File: config.mk
export PLATFORM = sky130hd
export DESIGN_NAME = dual_irq_ctrl
export DESIGN_NICKNAME = d
export VERILOG_FILES = /design/src/rtl/irqc_pkg.sv /design/src/rtl/irqc_decode.sv /design/src/rtl/irqc_datapath.sv /design/src/rtl/dual_irq_ctrl.sv
export SDC_FILE = /design/constraint.sdc
export NUM_CORES = 1
export LEC_CHECK = 0
export ABC_CLOCK_PERIOD_IN_PS = 1480
export BUFFER_PORTS_ARGS = -buffer_cell sky130_fd_sc_hd__buf_4
export CELL_PAD_IN_SITES_DETAIL_PLACEMENT = 0
export CELL_PAD_IN_SITES_GLOBAL_PLACEMENT = 2
export CORE_ASPECT_RATIO = 0.7
export CORE_MARGIN = 3
export CORE_UTILIZATION = 28
export DETAILED_ROUTE_END_ITERATION = 16
export PLACE_DENSITY_LB_ADDON = 0.1
export SETUP_SLACK_MARGIN = 0.1
export SYNTH_ARGS = -nofsm -noshare
export SYNTH_HDL_FRONTEND = slang
export SYNTH_SLANG_ARGS = --single-unit
File: constraint.sdc
create_clock -name clk -period 1.48 [get_ports clk]
set_clock_uncertainty 0.15 [all_clocks]
set_input_delay 0.074 -clock clk [delete_from_list [all_inputs] [get_ports clk]]
set_output_delay 0.074 -clock clk [all_outputs]
set_load 0.01 [all_outputs]
File: src/rtl/irqc_pkg.sv
package irqc_pkg;

  // Word indices whose position is decoded by software drivers
  localparam int unsigned IDX_IRQ_STATUS = 0;
  localparam int unsigned IDX_RAW_A      = 1;
  localparam int unsigned IDX_IRQ_SET    = 2;
  localparam int unsigned IDX_IRQ_CLR    = 3;
  localparam int unsigned IDX_SOFT_SET   = 4;
  localparam int unsigned IDX_SOFT_CLR   = 5;
  localparam int unsigned IDX_FIQ_STATUS = 8;
  localparam int unsigned IDX_RAW_B      = 9;
  localparam int unsigned IDX_FIQ_SET    = 10;
  localparam int unsigned IDX_FIQ_CLR    = 11;

  typedef enum logic [2:0] {
    RD_ZERO,
    RD_IRQ_STATUS,
    RD_RAW,
    RD_IRQ_MASK,
    RD_SOFT,
    RD_FIQ_STATUS,
    RD_FIQ_MASK
  } rdSel_e;

  typedef struct packed {
    logic   irqSet;
    logic   irqClr;
    logic   fiqSet;
    logic   fiqClr;
    logic   softSet;
    logic   softClr;
    rdSel_e rdSel;
  } strobes_t;

endpackage

File: src/rtl/irqc_decode.sv
module irqc_decode
  import irqc_pkg::*;
#(
  parameter int unsigned IDX_W = 4
) (
  input  logic             busSel,
  input  logic             busWrite,
  input  logic [IDX_W-1:0] busIdx,
  input  logic             wdataBit0,
  output strobes_t         strobes
);

  logic doWrite;
  logic doRead;

  assign doWrite = busSel && busWrite;
  assign doRead  = busSel && !busWrite;

  always_comb begin
    strobes = '0;
    strobes.rdSel = RD_ZERO;
    if (doWrite) begin
      unique case (busIdx)
        IDX_W'(IDX_IRQ_SET):  strobes.irqSet  = 1'b1;
        IDX_W'(IDX_IRQ_CLR):  strobes.irqClr  = 1'b1;
        IDX_W'(IDX_FIQ_SET):  strobes.fiqSet  = 1'b1;
        IDX_W'(IDX_FIQ_CLR):  strobes.fiqClr  = 1'b1;
        IDX_W'(IDX_SOFT_SET): strobes.softSet = wdataBit0;
        IDX_W'(IDX_SOFT_CLR): strobes.softClr = wdataBit0;
        default: ;
      endcase
    end
    if (doRead) begin
      unique case (busIdx)
        IDX_W'(IDX_IRQ_STATUS): strobes.rdSel = RD_IRQ_STATUS;
        IDX_W'(IDX_RAW_A):      strobes.rdSel = RD_RAW;
        IDX_W'(IDX_RAW_B):      strobes.rdSel = RD_RAW;
        IDX_W'(IDX_IRQ_SET):    strobes.rdSel = RD_IRQ_MASK;
        IDX_W'(IDX_SOFT_SET):   strobes.rdSel = RD_SOFT;
        IDX_W'(IDX_FIQ_STATUS): strobes.rdSel = RD_FIQ_STATUS;
        IDX_W'(IDX_FIQ_SET):    strobes.rdSel = RD_FIQ_MASK;
        default:                strobes.rdSel = RD_ZERO;
      endcase
    end
  end

endmodule

File: src/rtl/irqc_datapath.sv
module irqc_datapath
  import irqc_pkg::*;
#(
  parameter int unsigned NUM_LINES = 32,
  parameter int unsigned DATA_W    = 32
) (
  input  logic                 clk,
  input  logic                 rstN,
  input  strobes_t             strobes,
  input  logic [DATA_W-1:0]    busWdata,
  input  logic [NUM_LINES-1:0] lineIn,
  output logic [DATA_W-1:0]    busRdata,
  output logic [NUM_LINES-1:0] effLevel,
  output logic [NUM_LINES-1:0] irqEn,
  output logic [NUM_LINES-1:0] fiqEn,
  output logic                 irqOut,
  output logic                 fiqOut
);

  logic [NUM_LINES-1:0] lineQ;
  logic                 softQ;
  logic [NUM_LINES-1:0] wMask;
  logic [NUM_LINES-1:0] irqHit;
  logic [NUM_LINES-1:0] fiqHit;

  assign wMask = busWdata[NUM_LINES-1:0];

  always_ff @(posedge clk) begin
    if (!rstN) begin
      lineQ <= '0;
      softQ <= 1'b0;
      irqEn <= '0;
      fiqEn <= '0;
    end else begin
      lineQ <= lineIn;
      if (strobes.softSet)      softQ <= 1'b1;
      else if (strobes.softClr) softQ <= 1'b0;
      if (strobes.irqSet)       irqEn <= irqEn | wMask;
      else if (strobes.irqClr)  irqEn <= irqEn & ~wMask;
      if (strobes.fiqSet)       fiqEn <= fiqEn | wMask;
      else if (strobes.fiqClr)  fiqEn <= fiqEn & ~wMask;
    end
  end

  // Per-line gating of the shared level by each mask
  for (genvar i = 0; i < NUM_LINES; i++) begin : g_line
    if (i == 0) begin : g_soft
      assign effLevel[i] = lineQ[i] | softQ;
    end else begin : g_hw
      assign effLevel[i] = lineQ[i];
    end
    assign irqHit[i] = effLevel[i] & irqEn[i];
    assign fiqHit[i] = effLevel[i] & fiqEn[i];
  end

  assign irqOut = |irqHit;
  assign fiqOut = |fiqHit;

  always_comb begin
    unique case (strobes.rdSel)
      RD_IRQ_STATUS: busRdata = DATA_W'(irqHit);
      RD_RAW:        busRdata = DATA_W'(effLevel);
      RD_IRQ_MASK:   busRdata = DATA_W'(irqEn);
      RD_SOFT:       busRdata = DATA_W'(effLevel[0]);
      RD_FIQ_STATUS: busRdata = DATA_W'(fiqHit);
      RD_FIQ_MASK:   busRdata = DATA_W'(fiqEn);
      default:       busRdata = '0;
    endcase
  end

endmodule

File: src/rtl/dual_irq_ctrl.sv
module dual_irq_ctrl
  import irqc_pkg::*;
#(
  parameter int unsigned NUM_LINES = 32,
  parameter int unsigned DATA_W    = 32,
  parameter int unsigned IDX_W     = 4
) (
  input  logic                 clk,
  input  logic                 rstN,
  input  logic                 busSel,
  input  logic                 busWrite,
  input  logic [IDX_W-1:0]     busIdx,
  input  logic [DATA_W-1:0]    busWdata,
  output logic [DATA_W-1:0]    busRdata,
  input  logic [NUM_LINES-1:0] lineIn,
  output logic                 irqOut,
  output logic                 fiqOut
);

  strobes_t             strobes;
  logic [NUM_LINES-1:0] effLevel;
  logic [NUM_LINES-1:0] irqEn;
  logic [NUM_LINES-1:0] fiqEn;

  irqc_decode #(.IDX_W(IDX_W)) u_decode (
    .busSel    (busSel),
    .busWrite  (busWrite),
    .busIdx    (busIdx),
    .wdataBit0 (busWdata[0]),
    .strobes   (strobes)
  );

  irqc_datapath #(.NUM_LINES(NUM_LINES), .DATA_W(DATA_W)) u_datapath (
    .clk      (clk),
    .rstN     (rstN),
    .strobes  (strobes),
    .busWdata (busWdata),
    .lineIn   (lineIn),
    .busRdata (busRdata),
    .effLevel (effLevel),
    .irqEn    (irqEn),
    .fiqEn    (fiqEn),
    .irqOut   (irqOut),
    .fiqOut   (fiqOut)
  );

endmodule

==> flow_metrics.tcl <==
set metrics [dict create \
    finish.utilization_pct 55.86 \
    synthDistinctLibCells 25 \
    core_sq_um 14810 \
    worstMarginPinSlew_ns 0.5775 \
    grt_max_degree 66 \
    cp-end-kind "primary output" \
    finalCriticalPeriod_ns 1.974 \
    worstSetupStartpointType "flop" \
    crit_fanout 2 \
    die_y_um 109.4 \
    drc 0 \
    powerDensity_nw_per_um2 786.0 \
    port_buffers 105 \
    antenna_found_initial 0 \
    vias 5332 \
    ys_top_cells_by_area "dfxtp_1 (45%), a311oi_1 (11%), a222oi_1 (8.0%)" \
    syn_to_final_growth_pct 93.51 \
    setup_tns_ns -4.441 \
    hold_viol 0 \
    max_freq_mhz 506.5 \
    drt_iter0_markers 699 \
    wl_mm 21.43 \
    rsz0062_at_grt "true" \
    violations "setup timing" \
    grt_overflow 0 \
    antenna_cells 0 \
    cts_tree "yes" \
    syn_nets 551 \
    fp-row-count 37 \
    netlist_area_sq_um 4277 \
    die_area_sq_um 16820 \
    grt_pass1_vias 4875 \
    antenna_left 0 \
    mostFrequentLayoutCells "buf_4 (171), nor2_1 (66), dfxtp_1 (64), dlygate4sd3_1 (64), buf_6 (48)" \
    start_util_pct 28.87 \
    clk_path_buf_depth 2 \
    worstSetupPathType "flop to primary output" \
    timing.final.ws_setup_ns -0.4944 \
    avgSynthCellArea_sq_um 8.928 \
    synth_area_leader_cell "dfxtp_1" \
    status "complete, but fails checks" \
    firstDrtPassIters 6 \
    gp_congestion 0.7733 \
    grt_pass1_wl_mm 29.26 \
    htreeDepth 3 \
    required_ns 1.26 \
    cts-root-buf "clkbuf_16" \
    p_leak_nw 3.260 \
    setup_viol 35 \
    hold_class "input pin to flop" \
    cts_sinks 97 \
    insertion_delay_ns 0.35 \
    via_per_inst 5.543 \
    synth.top_cell.area_share_pct 45.41 \
    track_usage_pct 22.68 \
    hold_ws_ns 0.1181 \
    die_w_um 153.7 \
    ir_worst_vdd_mv 0.6354 \
    dp.final_hpwl_mm 12.51 \
    fin_crit_sh_pct 133.4 \
    wl_per_cell_um 22.28 \
    ios 106 \
    final_common_cell "buf_4" \
    relSlewSlack_pct 61.50 \
    crit_arrival_ns 1.75 \
    path_clk_slew_ns 0.07 \
    drive_gt1_share_pct 49.15 \
    cts_buffers 9 \
    syn_inst 479 \
    ys_warn_count 0 \
    yosysSeqAreaShare_pct 45.41 \
    ys_ff_latch 97 \
    layout.nets 834 \
    drv_cap 0 \
    slew_viol_final 0 \
]
what timing repair did:
action / CTS / global route
hold buffers: 64 / 0
resized for setup: 53 / 135
gates cloned: 5 / 8
setup endpoints to repair: 41 / 71
pin swaps: 27 / 100
hold endpoints to repair: 96 / 0
setup buffers: 6 / 26
final timing paths:
| kind | start | end | slack (ns) | cells after the start |
|---|---|---|---|---|
| max reg2reg | flop | flop | 0.44 | 3 |
| min | rstN | u_datapath.lineQ[2] | 0.12 | 3 |
| max | u_datapath.lineQ[22] | fiqOut | -0.49 | 6 |
| min reg2reg | flop | flop | 0.37 | 2 |
logic make-up (layout without fill, tap and decap cells):
kind of cell | after synthesis | in the layout | synth area share (%)
and+or+nand+nor | 150 | 150 | 16.91
muxes | 1 | 1 | 0.2341
DFF | 97 | 97 | 45.41
buffers and inverters | 47 | 335 | 5.471
AOI/OAI and AO/OA | 184 | 184 | 31.98
metrics by stage:
step                      cells  instance area (sq um)  total power [mW]  setup WS, ns
after floorplan             479                   4298             3.005       0.04119
after global placement      839                   6011             3.441       -0.3468
after detailed placement    839                   6011             3.445       -0.3297
after CTS                   930                   7377             6.403       -0.5049
after global routing        962                   8275             6.699       -0.6108
final                       962                   8275             6.504       -0.4944
cell usage after synthesis:
library cell,number
nor4b_1,1
dfxtp_1,97
o21ai_0,3
a22oi_1,28
buf_6,5
nor4_1,4
nand3_1,20
and2_1,34
nand4_1,6
buf_2,7
buf_1,2
nor2_1,66
and4b_1,1
a21oi_1,64
nor3_1,1
buf_4,3
nand2_1,13
nand2b_1,1
or3b_2,1
clkbuf_1,28
mux2i_1,1
nor2b_1,2
a222oi_1,34
a311oi_1,55
inv_1,2
per-layer routing:
layer  part of all wire (%)  vias to the layer above  GRT usage, %
met2                     44                      226         35.02
li1                       -                     2449             -
met4                   0.93                        0         3.781
met1                     46                     2638         33.13
met5                      0                        -             0
met3                    8.7                       19         4.917
layout make-up:
| cell class | count | area, sq um |
|---|---|---|
| clock buffers | 10 | 239.0 |
| flip-flops and latches | 97 | 1991 |
| well taps | 195 | 244.0 |
| clock inverters | 6 | 113.9 |
| fillers | 1324 | 6539 |
| inverters | 2 | 10.01 |
| repair buffers | 317 | 3178 |
| multi-input cells | 335 | 2500 |
worst max-delay path, stage by stage, from the launching register on:
cell	delay, ns
dfxtp_2	0.33
a22oi_2	0.28
nand4_1	0.19
nor4_2	0.28
buf_4	0.15
nand2_2	0.05
buf_6	0.13
power breakdown:
group | internal (mW) | total, mW | switching, mW
registers | 2.68 | 2.75 | 0.0747
clock network | 1.71 | 2.78 | 1.08
logic | 0.533 | 0.967 | 0.434
total | 4.92 | 6.50 | 1.59
Power figures use the tool's default switching activity.
